==> src/rtl/ltrg_pkg.sv <==
package ltrg_pkg;

    localparam int QUAD_W  = 4;
    localparam int N_QUADS = 4;
    localparam int N_CH    = QUAD_W * N_QUADS;
    localparam int LUT_D   = 1 << QUAD_W;
    localparam int BYTE_W  = 8;
    localparam int CMP_W   = 16;
    localparam int HIST_W  = BYTE_W + 2 * CMP_W;

    // control byte fields
    localparam int CTL_PARLD = 6;
    localparam int CTL_HOLD  = 5;
    localparam int CTL_LUTWR = 4;

    typedef enum logic [1:0] {
        ST_HELD  = 2'd0,
        ST_ARMED = 2'd1,
        ST_FIRED = 2'd2
    } trig_state_e;

    typedef enum logic [1:0] {
        SRC_ALWAYS = 2'd0,
        SRC_FINAL  = 2'd1,
        SRC_COMB   = 2'd2,
        SRC_NEVER  = 2'd3
    } src_sel_e;

    typedef enum logic [1:0] {
        FM_HIT_A = 2'd0,
        FM_CNT_A = 2'd1,
        FM_HIT_B = 2'd2,
        FM_OFF   = 2'd3
    } fire_mode_e;

    typedef struct packed {
        src_sel_e   inc;
        src_sel_e   rst;
        fire_mode_e mode;
    } qual_sel_t;

    // bit order equals the two committed bytes, bits 14..0
    typedef struct packed {
        logic               f4;
        logic               aux;
        logic               comb;
        logic [N_QUADS-1:0] m2;
        logic [N_QUADS-1:0] m1;
        logic [N_QUADS-1:0] m0;
    } lut_bits_t;

endpackage

==> src/rtl/ltrg_cfg_port.sv <==
module ltrg_cfg_port
    import ltrg_pkg::*;
(
    input  logic              clk,
    input  logic              rst_n,
    input  logic              we_i,
    input  logic              addr_i,
    input  logic [BYTE_W-1:0] wdata_i,
    output logic              hold_q_o,
    output logic              hold_set_o,
    output logic              release_o,
    output logic              tbl_we_o,
    output logic [QUAD_W-1:0] tbl_addr_o,
    output lut_bits_t         tbl_bits_o,
    output qual_sel_t         qsel_o,
    output logic [CMP_W-1:0]  cmpa_o,
    output logic [CMP_W-1:0]  cmpb_o
);

    localparam int TBL_BITS = $bits(lut_bits_t);

    logic [HIST_W-1:0] hist_q;
    logic              hold_q;
    qual_sel_t         qsel_q;
    logic [CMP_W-1:0]  cmpa_q, cmpb_q;
    logic              ctl_wr, dat_wr, par_wr;
    logic [BYTE_W-1:0] sel_b;
    logic              unused_cfg;

    assign ctl_wr = we_i &&  addr_i;
    assign dat_wr = we_i && !addr_i;
    assign par_wr = ctl_wr && wdata_i[CTL_PARLD];
    assign sel_b  = hist_q[HIST_W-1 -: BYTE_W];

    // byte history, newest byte in the low bits
    always_ff @(posedge clk or negedge rst_n) begin
        if (!rst_n)      hist_q <= '0;
        else if (dat_wr) hist_q <= {hist_q[HIST_W-BYTE_W-1:0], wdata_i};
    end

    always_ff @(posedge clk or negedge rst_n) begin
        if (!rst_n)      hold_q <= 1'b1;
        else if (ctl_wr) hold_q <= wdata_i[CTL_HOLD];
    end

    always_ff @(posedge clk or negedge rst_n) begin
        if (!rst_n) begin
            qsel_q <= '{inc: SRC_FINAL, rst: SRC_NEVER, mode: FM_HIT_A};
            cmpa_q <= '0;
            cmpb_q <= '0;
        end else if (par_wr) begin
            qsel_q.inc  <= src_sel_e'(sel_b[7:6]);
            qsel_q.rst  <= src_sel_e'(sel_b[5:4]);
            qsel_q.mode <= fire_mode_e'(sel_b[3:2]);
            cmpb_q      <= hist_q[2*CMP_W-1:CMP_W];
            cmpa_q      <= hist_q[CMP_W-1:0];
        end
    end

    assign hold_q_o   = hold_q;
    assign hold_set_o = ctl_wr &&  wdata_i[CTL_HOLD];
    assign release_o  = ctl_wr && !wdata_i[CTL_HOLD];
    assign tbl_we_o   = ctl_wr &&  wdata_i[CTL_LUTWR];
    assign tbl_addr_o = wdata_i[QUAD_W-1:0];
    assign tbl_bits_o = lut_bits_t'(hist_q[TBL_BITS-1:0]);
    assign qsel_o     = qsel_q;
    assign cmpa_o     = cmpa_q;
    assign cmpb_o     = cmpb_q;
    assign unused_cfg = ^{hist_q[2*BYTE_W-1], sel_b[1:0]};

    p_param_commit_r7: assert property (@(posedge clk) disable iff (!rst_n)
        par_wr |=> (cmpa_o == $past(hist_q[CMP_W-1:0])) &&
                   (cmpb_o == $past(hist_q[2*CMP_W-1:CMP_W])));

    p_hold_follow_r2: assert property (@(posedge clk) disable iff (!rst_n)
        ctl_wr |=> hold_q_o == $past(wdata_i[CTL_HOLD]));

endmodule

==> src/rtl/ltrg_quad_lut.sv <==
module ltrg_quad_lut
    import ltrg_pkg::*;
#(
    parameter int AW = QUAD_W
)(
    input  logic          clk,
    input  logic          rst_n,
    input  logic          we_i,
    input  logic [AW-1:0] waddr_i,
    input  logic [2:0]    wbits_i,
    input  logic [AW-1:0] raddr_i,
    output logic          lvl_o,
    output logic          c0_o,
    output logic          c1_o
);

    localparam int DEPTH = 1 << AW;

    logic [DEPTH-1:0] lvl_q, c1_q, c0_q;

    always_ff @(posedge clk or negedge rst_n) begin
        if (!rst_n) begin
            lvl_q <= '0;
            c1_q  <= '0;
            c0_q  <= '0;
        end else if (we_i) begin
            lvl_q[waddr_i] <= wbits_i[2];
            c1_q[waddr_i]  <= wbits_i[1];
            c0_q[waddr_i]  <= wbits_i[0];
        end
    end

    assign lvl_o = lvl_q[raddr_i];
    assign c1_o  = c1_q[raddr_i];
    assign c0_o  = c0_q[raddr_i];

    p_tbl_store_r3: assert property (@(posedge clk) disable iff (!rst_n)
        we_i |=> (lvl_q[$past(waddr_i)] == $past(wbits_i[2])) &&
                 (c1_q[$past(waddr_i)]  == $past(wbits_i[1])) &&
                 (c0_q[$past(waddr_i)]  == $past(wbits_i[0])));

endmodule

==> src/rtl/ltrg_combiner.sv <==
module ltrg_combiner
    import ltrg_pkg::*;
(
    input  logic              clk,
    input  logic              rst_n,
    input  logic              we_i,
    input  logic [QUAD_W-1:0] waddr_i,
    input  logic [2:0]        wbits_i,   // {final, aux, comb}
    input  logic              take_i,
    input  logic              clr_i,
    input  logic              lvl_i,
    input  logic              c0_i,
    input  logic              c1_i,
    output logic              comb_o,
    output logic              final_o
);

    logic [LUT_D-1:0]  comb_q, aux_q, fin_q;
    logic              c0p_q, c1p_q, hist_q;
    logic [QUAD_W-1:0] e_idx, f_idx;
    logic              aux;

    always_ff @(posedge clk or negedge rst_n) begin
        if (!rst_n) begin
            comb_q <= '0;
            aux_q  <= '0;
            fin_q  <= '0;
        end else if (we_i) begin
            fin_q[waddr_i]  <= wbits_i[2];
            aux_q[waddr_i]  <= wbits_i[1];
            comb_q[waddr_i] <= wbits_i[0];
        end
    end

    // previous condition bits and history flag
    always_ff @(posedge clk or negedge rst_n) begin
        if (!rst_n) begin
            c0p_q  <= 1'b0;
            c1p_q  <= 1'b0;
            hist_q <= 1'b0;
        end else if (clr_i) begin
            c0p_q  <= 1'b0;
            c1p_q  <= 1'b0;
            hist_q <= 1'b0;
        end else if (take_i) begin
            c0p_q  <= c0_i;
            c1p_q  <= c1_i;
            hist_q <= 1'b1;
        end
    end

    assign e_idx   = {c1p_q, c1_i, c0p_q, c0_i};
    assign comb_o  = comb_q[e_idx];
    assign aux     = aux_q[e_idx];
    assign f_idx   = {lvl_i, comb_o, aux, hist_q};
    assign final_o = fin_q[f_idx];

    p_prev_track_r5: assert property (@(posedge clk) disable iff (!rst_n)
        (take_i && !clr_i) |=> (c0p_q == $past(c0_i)) && (c1p_q == $past(c1_i)) && hist_q);

    p_clear_hist_r11: assert property (@(posedge clk) disable iff (!rst_n)
        clr_i |=> !hist_q && !c0p_q && !c1p_q);

endmodule

==> src/rtl/ltrg_qual_counter.sv <==
module ltrg_qual_counter
    import ltrg_pkg::*;
#(
    parameter int CNT_W = 16
)(
    input  logic             clk,
    input  logic             rst_n,
    input  logic             clr_i,
    input  logic             take_i,
    input  logic             final_i,
    input  logic             comb_i,
    input  qual_sel_t        qsel_i,
    input  logic [CMP_W-1:0] cmpa_i,
    input  logic [CMP_W-1:0] cmpb_i,
    output logic             fire_o
);

    logic [CNT_W-1:0] cnt_q;
    logic             inc_hit, rst_hit, ge_a, ge_b, cond;

    function automatic logic pick(input src_sel_e s, input logic fin, input logic cmb);
        logic r;
        unique case (s)
            SRC_ALWAYS: r = 1'b1;
            SRC_FINAL:  r = fin;
            SRC_COMB:   r = cmb;
            default:    r = 1'b0;
        endcase
        return r;
    endfunction

    assign inc_hit = pick(qsel_i.inc, final_i, comb_i);
    assign rst_hit = pick(qsel_i.rst, final_i, comb_i);
    assign ge_a    = cnt_q >= CNT_W'(cmpa_i);
    assign ge_b    = cnt_q >= CNT_W'(cmpb_i);

    always_comb begin
        unique case (qsel_i.mode)
            FM_HIT_A: cond = final_i && ge_a;
            FM_CNT_A: cond = ge_a;
            FM_HIT_B: cond = final_i && ge_b;
            default:  cond = 1'b0;
        endcase
    end

    assign fire_o = take_i && cond;

    always_ff @(posedge clk or negedge rst_n) begin
        if (!rst_n)                            cnt_q <= '0;
        else if (clr_i)                        cnt_q <= '0;
        else if (take_i && rst_hit)            cnt_q <= '0;
        else if (take_i && inc_hit && ~&cnt_q) cnt_q <= cnt_q + 1'b1;
    end

    p_cnt_step_r8: assert property (@(posedge clk) disable iff (!rst_n)
        take_i |=> (cnt_q == '0) || (cnt_q == $past(cnt_q)) ||
                   (cnt_q == $past(cnt_q) + 1'b1));

    p_cnt_idle_r8: assert property (@(posedge clk) disable iff (!rst_n)
        (!take_i && !clr_i) |=> $stable(cnt_q));

endmodule

==> src/rtl/lut_trigger_core.sv <==
module lut_trigger_core
    import ltrg_pkg::*;
#(
    parameter int CNT_W = 16
)(
    input  logic              clk,
    input  logic              rst_n,
    input  logic              smp_valid_i,
    input  logic [N_CH-1:0]   smp_data_i,
    input  logic              cfg_we_i,
    input  logic              cfg_addr_i,
    input  logic [BYTE_W-1:0] cfg_wdata_i,
    output logic              trig_o
);

    trig_state_e       state_q, state_d;
    logic              hold_q, hold_set, release_w;
    logic              tbl_we;
    logic [QUAD_W-1:0] tbl_addr;
    lut_bits_t         tbl_bits;
    qual_sel_t         qsel;
    logic [CMP_W-1:0]  cmpa, cmpb;
    logic [N_QUADS-1:0] lvl_v, c0_v, c1_v;
    logic              take, clr, comb_hit, final_hit, fire, trig_d, trig_q;

    ltrg_cfg_port u_cfg (
        .clk        (clk),
        .rst_n      (rst_n),
        .we_i       (cfg_we_i),
        .addr_i     (cfg_addr_i),
        .wdata_i    (cfg_wdata_i),
        .hold_q_o   (hold_q),
        .hold_set_o (hold_set),
        .release_o  (release_w),
        .tbl_we_o   (tbl_we),
        .tbl_addr_o (tbl_addr),
        .tbl_bits_o (tbl_bits),
        .qsel_o     (qsel),
        .cmpa_o     (cmpa),
        .cmpb_o     (cmpb)
    );

    for (genvar q = 0; q < N_QUADS; q++) begin : g_quad
        ltrg_quad_lut #(.AW(QUAD_W)) u_lut (
            .clk     (clk),
            .rst_n   (rst_n),
            .we_i    (tbl_we),
            .waddr_i (tbl_addr),
            .wbits_i ({tbl_bits.m2[q], tbl_bits.m1[q], tbl_bits.m0[q]}),
            .raddr_i (smp_data_i[q*QUAD_W +: QUAD_W]),
            .lvl_o   (lvl_v[q]),
            .c0_o    (c0_v[q]),
            .c1_o    (c1_v[q])
        );
    end

    // samples count only while armed and not being put on hold
    assign take = smp_valid_i && (state_q == ST_ARMED) && !hold_set;
    assign clr  = (state_q == ST_HELD) || hold_set;

    ltrg_combiner u_comb (
        .clk     (clk),
        .rst_n   (rst_n),
        .we_i    (tbl_we),
        .waddr_i (tbl_addr),
        .wbits_i ({tbl_bits.f4, tbl_bits.aux, tbl_bits.comb}),
        .take_i  (take),
        .clr_i   (clr),
        .lvl_i   (&lvl_v),
        .c0_i    (&c0_v),
        .c1_i    (&c1_v),
        .comb_o  (comb_hit),
        .final_o (final_hit)
    );

    ltrg_qual_counter #(.CNT_W(CNT_W)) u_cnt (
        .clk     (clk),
        .rst_n   (rst_n),
        .clr_i   (clr),
        .take_i  (take),
        .final_i (final_hit),
        .comb_i  (comb_hit),
        .qsel_i  (qsel),
        .cmpa_i  (cmpa),
        .cmpb_i  (cmpb),
        .fire_o  (fire)
    );

    // next-state logic: release, trip, hold
    always_comb begin
        state_d = state_q;
        unique case (state_q)
            ST_HELD:  if (release_w) state_d = ST_ARMED;
            ST_ARMED: if (hold_set)  state_d = ST_HELD;
                      else if (fire) state_d = ST_FIRED;
            ST_FIRED: if (hold_set)  state_d = ST_HELD;
            default:  state_d = ST_HELD;
        endcase
    end

    always_ff @(posedge clk or negedge rst_n) begin
        if (!rst_n) state_q <= ST_HELD;
        else        state_q <= state_d;
    end

    // output process
    assign trig_d = (state_q == ST_ARMED) && fire;

    always_ff @(posedge clk or negedge rst_n) begin
        if (!rst_n) trig_q <= 1'b0;
        else        trig_q <= trig_d;
    end

    assign trig_o = trig_q;

    p_pulse_once_r10: assert property (@(posedge clk) disable iff (!rst_n)
        trig_o |=> !trig_o);

    p_fire_state_r10: assert property (@(posedge clk) disable iff (!rst_n)
        trig_o |-> (state_q == ST_FIRED));

    p_single_arm_r10: assert property (@(posedge clk) disable iff (!rst_n)
        (state_q == ST_FIRED) |=> !trig_o);

    p_held_quiet_r11: assert property (@(posedge clk) disable iff (!rst_n)
        (state_q == ST_HELD) |=> !trig_o);

    p_hold_block_r11: assert property (@(posedge clk) disable iff (!rst_n)
        trig_o |-> !hold_q);

endmodule

==> config.mk <==
export PLATFORM = sky130hd
export DESIGN_NAME = lut_trigger_core
export DESIGN_NICKNAME = d
export VERILOG_FILES = /design/src/rtl/ltrg_pkg.sv /design/src/rtl/ltrg_cfg_port.sv /design/src/rtl/ltrg_quad_lut.sv /design/src/rtl/ltrg_combiner.sv /design/src/rtl/ltrg_qual_counter.sv /design/src/rtl/lut_trigger_core.sv
export SDC_FILE = /design/constraint.sdc
export NUM_CORES = 1
export LEC_CHECK = 0
export BUFFER_PORTS_ARGS = -buffer_cell sky130_fd_sc_hd__buf_2
export CAP_MARGIN = 10
export CORE_MARGIN = 2
export CORE_UTILIZATION = 30
export CTS_BUF_LIST = sky130_fd_sc_hd__clkbuf_2 sky130_fd_sc_hd__clkbuf_4 sky130_fd_sc_hd__clkbuf_8
export DETAILED_ROUTE_END_ITERATION = 7
export PLACE_DENSITY = 0.45
export SYNTH_ARGS = -nofsm -noshare
export SYNTH_HDL_FRONTEND = slang
export SYNTH_HIERARCHICAL = 1
export SYNTH_SLANG_ARGS = --single-unit
==> constraint.sdc <==
create_clock -name clk -period 3.35 [get_ports clk]
set_input_delay 0 -clock clk [delete_from_list [all_inputs] [get_ports clk]]
set_output_delay 0 -clock clk [all_outputs]
set_load 0.03 [all_outputs]
* Word level (Yosys, flattened, before mapping)
Cells that the tools add are included.
** Storage, ports and cells
- Bits in registers :: 340
- Bits in latches :: 0
- RAM bits :: 0
- Bits in read-only memories :: 0
- Input port bits :: 29
- Output and inout port bits :: 1
- Logic and storage cells :: 145
- Memories kept :: 0
** Cells by class
- Add/sub/neg operators :: 1
- Multipliers :: 0
- Div/mod/pow operators :: 0
- $lt $le $gt $ge :: 10
- Equal/unequal tests :: 11
- Shift-type cells :: 0
- Muxes and demuxes :: 64
- Bitwise logic cells :: 0
- Reductions and logical operators :: 32
** Operators with widths (count)
- bitwise mux 16 bit :: 15
- binary-select mux 1 bit (select 4 bit) :: 15
- 2-to-1 mux 16 bit :: 3
- < comparator 4 x 5 -> 1 bit (second input constant) :: 7
- greater-or-equal comparator 16 bit :: 2
- 2-to-1 mux 1 bit :: 22
- adder 16 x 1 -> 16 bit (second input constant) :: 1
- logical AND 1 bit :: 16
- AND reduction 16 bit :: 1
- AND reduction 4 bit :: 3
- case mux 1 bit (3 select lines) :: 3
- equality test 2 x 1 -> 1 bit (second input constant) :: 4
- equality test 2 bit (second input constant) :: 4
- zero test 2 bit :: 4
- 2-to-1 mux 2 bit :: 4
- case mux 2 bit (3 select lines) :: 1
- demux 1 bit (select 4 bit) :: 1
- greater-or-equal comparator 4 x 1 -> 1 bit (second input constant) :: 1
- zero test 1 bit :: 4
- inequality test 2 bit (second input constant) :: 2
- inequality test 3 bit (second input constant) :: 1
- AND reduction 3 bit :: 1
- nonzero test 3 bit :: 1
- nonzero test 2 bit :: 1
- logical OR 1 bit :: 1

* Logic depth before layout (Yosys ltp)
- Word-level depth :: 13
- Gate-level depth with buffers :: 18
- Gate-level depth less buffers :: 15

* Modules after synthesis
Netlist, hierarchy kept.
** Modules (own cells, without submodules)
- ltrg_quad_lut (g_quad[0].u_lut ...) :: instances 3, cells an instance 154, area an instance 2280.9 µm², seq. area each 1201.2 µm²
- ltrg_cfg_port :: instances 1, cells an instance 187, area an instance 3135.5 µm², seq. area each 1931.9 µm²
- ltrg_combiner :: instances 1, cells an instance 190, area an instance 2497.4 µm², seq. area each 1276.2 µm²
- ltrg_quad_lut (g_quad[3].u_lut) :: instances 1, cells an instance 158, area an instance 2296.0 µm², seq. area each 1201.2 µm²
- ltrg_qual_counter :: instances 1, cells an instance 211, area an instance 1747.9 µm², seq. area each 400.4 µm²
- lut_trigger_core :: instances 1, cells an instance 15, area an instance 168.9 µm², seq. area each 75.1 µm²

* Worst setup path before layout
OpenSTA, ideal clock, no wires.
- Path type :: register to register
- Start point :: register g_quad[2].u_lut.c0_q[3]
- End point :: register u_cnt.cnt_q[6]
- Setup time :: 78 ps
- Arrival :: 3589 ps
- Data required time :: 3272 ps
- Slack :: -317 ps
- Cell stages (with the launch flop) :: 17
- Buffers on the path :: 2
- Clock period less this slack :: 3667 ps
- Cell sequence :: dfrtp_1 mux4_2 a22oi_1 nand3_1 and4_1 buf_6 mux4_2 a22o_2 a211oi_2 o211ai_1 nand4_1 nor2b_2 o22ai_4 o211ai_2 buf_2 or3_1 a21oi_1
** Between the ends
- Word-level cells in the longest chain between the ends :: 11
- Elaborated cells between the ends (all ways) :: 17
- Those cells by class :: 12 x mux; 5 x reduce/logical
** Ends and longest elaborated chain
- start, declared :: line ltrg_quad_lut.sv:19 : logic [DEPTH-1:0] lvl_q, c1_q, c0_q;
- start signal, assigned by index :: line ltrg_quad_lut.sv:29 : c0_q[waddr_i] <= wbits_i[0];
- binary-select mux 1 bit (select 4 bit) (*) :: line ltrg_quad_lut.sv:35 : assign c0_o = c0_q[raddr_i];
- 2-to-1 mux 1 bit (not written as such) (*) :: line ltrg_quad_lut.sv:35
- named net c0_v[2] :: line lut_trigger_core.sv:23 : logic [N_QUADS-1:0] lvl_v, c0_v, c1_v;
- AND reduction 4 bit (*) :: line lut_trigger_core.sv:70 : .c0_i (&c0_v),
- binary-select mux 1 bit (select 4 bit) (on tied branches) :: line ltrg_combiner.sv:54, ltrg_combiner.sv:53
- 2-to-1 mux 1 bit (on tied branches) :: line ltrg_combiner.sv:54, ltrg_combiner.sv:53
- binary-select mux 1 bit (select 4 bit) (*) :: line ltrg_combiner.sv:56 : assign final_o = fin_q[f_idx];
- 2-to-1 mux 1 bit (not written as such) (*) :: line ltrg_combiner.sv:56
- named net final_hit :: line lut_trigger_core.sv:24 : logic take, clr, comb_hit, final_hit, fire, trig_d, trig_q;
- case mux 1 bit (3 select lines) :: line ltrg_qual_counter.sv:23 : unique case (s)
- logical AND 1 bit (on tied branches) :: line ltrg_qual_counter.sv:51, ltrg_qual_counter.sv:52
- 2-to-1 mux 16 bit or logical AND 1 bit (tied branches) :: line ltrg_qual_counter.sv:51, ltrg_qual_counter.sv:52
- 2-to-1 mux 16 bit or nonzero test 3 bit (tied branches)
- end signal, assigned :: line ltrg_qual_counter.sv:52 : else if (take_i && inc_hit && ~&cnt_q) cnt_q <= cnt_q + 1'b1;
- end, declared :: line ltrg_qual_counter.sv:18 : logic [CNT_W-1:0] cnt_q;
Mark *: on every way through the listed nets, which the timed path passes. The rest lies on a longest branch. The select of a mux whose other input is x is not followed.
A chain may end at the register's enable or synchronous reset.

* Final worst setup path
- Start point :: register g_quad[1].u_lut.c0_q[3]
- End point :: register u_cnt.cnt_q[9]
** Between the ends
- Word-level cells in the longest chain between the ends :: 11
- Elaborated cells between the ends (all ways) :: 17
- Those cells by class :: 12 x mux; 5 x reduce/logical
** Ends and longest elaborated chain (line)
- start, declared :: ltrg_quad_lut.sv:19
- start signal, assigned by index :: ltrg_quad_lut.sv:29
- binary-select mux 1 bit (select 4 bit) (*) :: ltrg_quad_lut.sv:35
- 2-to-1 mux 1 bit (not written as such) (*) :: ltrg_quad_lut.sv:35
- named net c0_v[1] :: lut_trigger_core.sv:23
- AND reduction 4 bit (*) :: lut_trigger_core.sv:70
- binary-select mux 1 bit (select 4 bit) (on tied branches) :: ltrg_combiner.sv:54, ltrg_combiner.sv:53
- 2-to-1 mux 1 bit (on tied branches) :: ltrg_combiner.sv:54, ltrg_combiner.sv:53
- binary-select mux 1 bit (select 4 bit) (*) :: ltrg_combiner.sv:56
- 2-to-1 mux 1 bit (not written as such) (*) :: ltrg_combiner.sv:56
- named net final_hit :: lut_trigger_core.sv:24
- case mux 1 bit (3 select lines) :: ltrg_qual_counter.sv:23
- logical AND 1 bit (on tied branches) :: ltrg_qual_counter.sv:51, ltrg_qual_counter.sv:52
- 2-to-1 mux 16 bit or logical AND 1 bit (tied branches) :: ltrg_qual_counter.sv:51, ltrg_qual_counter.sv:52
- 2-to-1 mux 16 bit or nonzero test 3 bit (tied branches)
Marked as above.

==> metrics <==
final cell count without fillers=2,129; critical path startpoint category=register; root buf cell=clkbuf_8; VDD IR-drop max=321.6 µV; yosys warns=6; DR vias/cell=4.819; Synth Area per Inst=13.64 µm²; CP Cell Sequence=mux4_2, a22oi_2, nand3_1, and4_4, buf_12, mux2i_2, a221oi_4, a22oi_2, a22oi_1, o211ai_1, nand4_1, nor2b_2, o22ai_4, buf_6, nand4_4, buf_4, o31ai_1, a21oi_2; DR vias=10,260; FP Rows=86; Die H=239.6 µm; crit path from=g_quad[1].u_lut/c0_q[3]; cts bufs inserted=61; crit path max fanout=11; Remaining DRCs=0; layout cells sized above 1=45.65%; Worst R2R Start=g_quad[1].u_lut/c0_q[3]; initial antenna violation count=1; Pleak=0.008866 µW; crit path kind=register to register; Arr. time, crit path=4520 ps; pwr dens=605.8 mW/mm²; most frequent CP cell=a22oi_2; worst min-delay path class=primary input to register; die width=239.6 µm; CP Buf/Inv Count=3; cell family contributing the most delay on the critical path=compound AO/OA/AOI/OAI gates; Period Utilization, post-route=119.2%; outcome=finished with violations; Initial Utilization=30.29%; largest net degree at the start of global routing=89; DPL Wire Length=27.45 mm; Setup violations, final=19; 1st-pass router iterations=4; Skew-Pair Late Insertion Delay=670 ps; failing checks=setup timing; Ports=30; Cell Area, Placed=0.01799 mm²; final hold vios=0; PnR worst setup slack=-644.3 ps; Max stage delay on crit path=480 ps; Syn Inst Count=1,221; First DRT Iteration DRCs=428; Total GRT Usage=14.75%; Die ar.=0.05742 mm²; Least-Margin Pin Slew=950.7 ps; RSZ-0062 raised after global routing=true; Worst Min Path Start=cfg_wdata_i[1]; DRT Wirelength=40.60 mm; CTS tree=yes; fillers=5,339; Max-slew headroom=36.49%; fmax=250.4 MHz; GPL Wtd Cong=0.7615; Max Cap Viol=0; Syn Std Cell Area=0.01665 mm²; slowest CP cell=mux4_2; Placed Cells=1,999; clock transition at the registers of the reported paths=70 ps; Layout area overhead=17.86%; GRT overflow=0; H-tree levels=2; Final Max Slew Viols=0; Crit path required time=3870 ps; Post-Syn Nets=1,283; Port-buffer cells=29; Clock Skew=32.27 ps; CTS Buffer Depth=3; Post-Layout Inst Area=0.01963 mm²; Sinks on Clock Net=338; vias in the first global route=11,160; fin crit period=3994 ps; Nets=1,394; Antenna Nets Post-Route=0; wire length per cell=19.07 µm; critical path endpoint category=register; core area=0.05499 mm²; first-pass GRT wire length=65.54 mm
## cell usage in the layout (no fill, tap or decap), drive strengths merged, types with 5 or more instances in the layout
cell / n
dlygate4sd3: 14
clkbuf: 93
or3: 16
mux2i: 10
nor2: 52
nand2: 42
nor3: 24
mux2: 316
a211oi: 6
and3: 7
a21oi: 21
ha: 33
a22oi: 17
inv: 43
clkinv: 14
buf: 95
nor2b: 17
nand4: 9
o21ai: 14
o31ai: 5
nand3b: 11
dfrtp: 335
or4: 9
mux4: 54
nand3: 44
o211ai: 6
nand2b: 26
## worst paths after layout
path / end / slack (ps) / cells after the start
worst max-delay path: u_cnt/cnt_q[9] / -640 / 18
worst min-delay path: u_cfg/hist_q[1] / 80 / 2
worst max register to register: u_cnt/cnt_q[9] / -640 / 18
worst min register to register: g_quad[3].u_lut/lvl_q[0] / 490 / 1
max in group asynchronous: g_quad[3].u_lut/lvl_q[14] / 2340 / 4
min in group asynchronous: u_cfg/qsel_o[3] / 510 / 3
## cell type report
| type | instances | area (µm²) | area share, % |
|---|---|---|---|
| flip-flops and latches | 338 | 8462 | 43.11 |
| inverters | 43 | 161.4 | 0.8223 |
| multi-input cells | 779 | 7810 | 39.79 |
| repair buffers | 109 | 922.1 | 4.698 |
| clock inverters | 18 | 167.7 | 0.8542 |
| clock buffers | 93 | 1167 | 5.947 |
| well taps | 748 | 935.9 | 4.768 |
| diodes | 1 | 2.502 | 0.01275 |
## power by group
| group | internal (µW) | total, µW | switching (µW) |
|---|---|---|---|
| clock network | 2380 | 4170 | 1790 |
| registers | 4900 | 5600 | 693 |
| logic | 1230 | 2120 | 894 |
| total | 8520 | 11900 | 3380 |
## routing by layer
metal	wire, µm	GRT usage (%)	vias up
li1	-	-	4729
met1	19340	20.24	5329
met2	19100	23.85	139
met3	1369	2.351	63
met4	791	4.602	0
met5	0	0	-
## registers in the layout, indices dropped and copies added (netlist names)
register            count
u_cfg/cmpb_o           16
u_comb/hist_q           1
u_comb/c1p_q            1
u_comb/fin_q           16
trig_o                  1
u_cnt/cnt_q            16
u_comb/comb_q          16
g_quad.u_lut/lvl_q     64
u_cfg/cmpa_o           16
u_comb/aux_q           16
u_cfg/hist_q           38
u_cfg/qsel_o            6
u_comb/c0p_q            1
g_quad.u_lut/c0_q      64
state_q                 2
g_quad.u_lut/c1_q      64
## metrics by stage
| step | hold slack, ps | setup slack [ps] | utilization, % | total power (µW) | TNS [ps] |
|---|---|---|---|---|---|
| 3_3_place_gp | 40.96 | -832.1 | 32.72 | 7714 | -13790 |
| 2_1_floorplan | -295.6 | -205.3 | - | 6968 | -1760 |
| 5_1_grt | 44.49 | -881.2 | 35.70 | 12650 | -14420 |
| 6_report | 83.96 | -644.3 | 35.70 | 11890 | -10330 |
| 3_5_place_dp | 41.36 | -878.4 | 32.72 | 7766 | -14630 |
| 4_1_cts | 4.783 | -671.7 | 35.64 | 12140 | -11230 |
## what timing repair did
item,4_1_cts,5_1_grt
hold buffers,15,0
setup endpoints to repair,19,19
pin swaps,10,4
gates resized for setup,20,7
endpoints found under the hold margin,367,0
setup buffers,3,0
(Power assumes the default switching activity.)
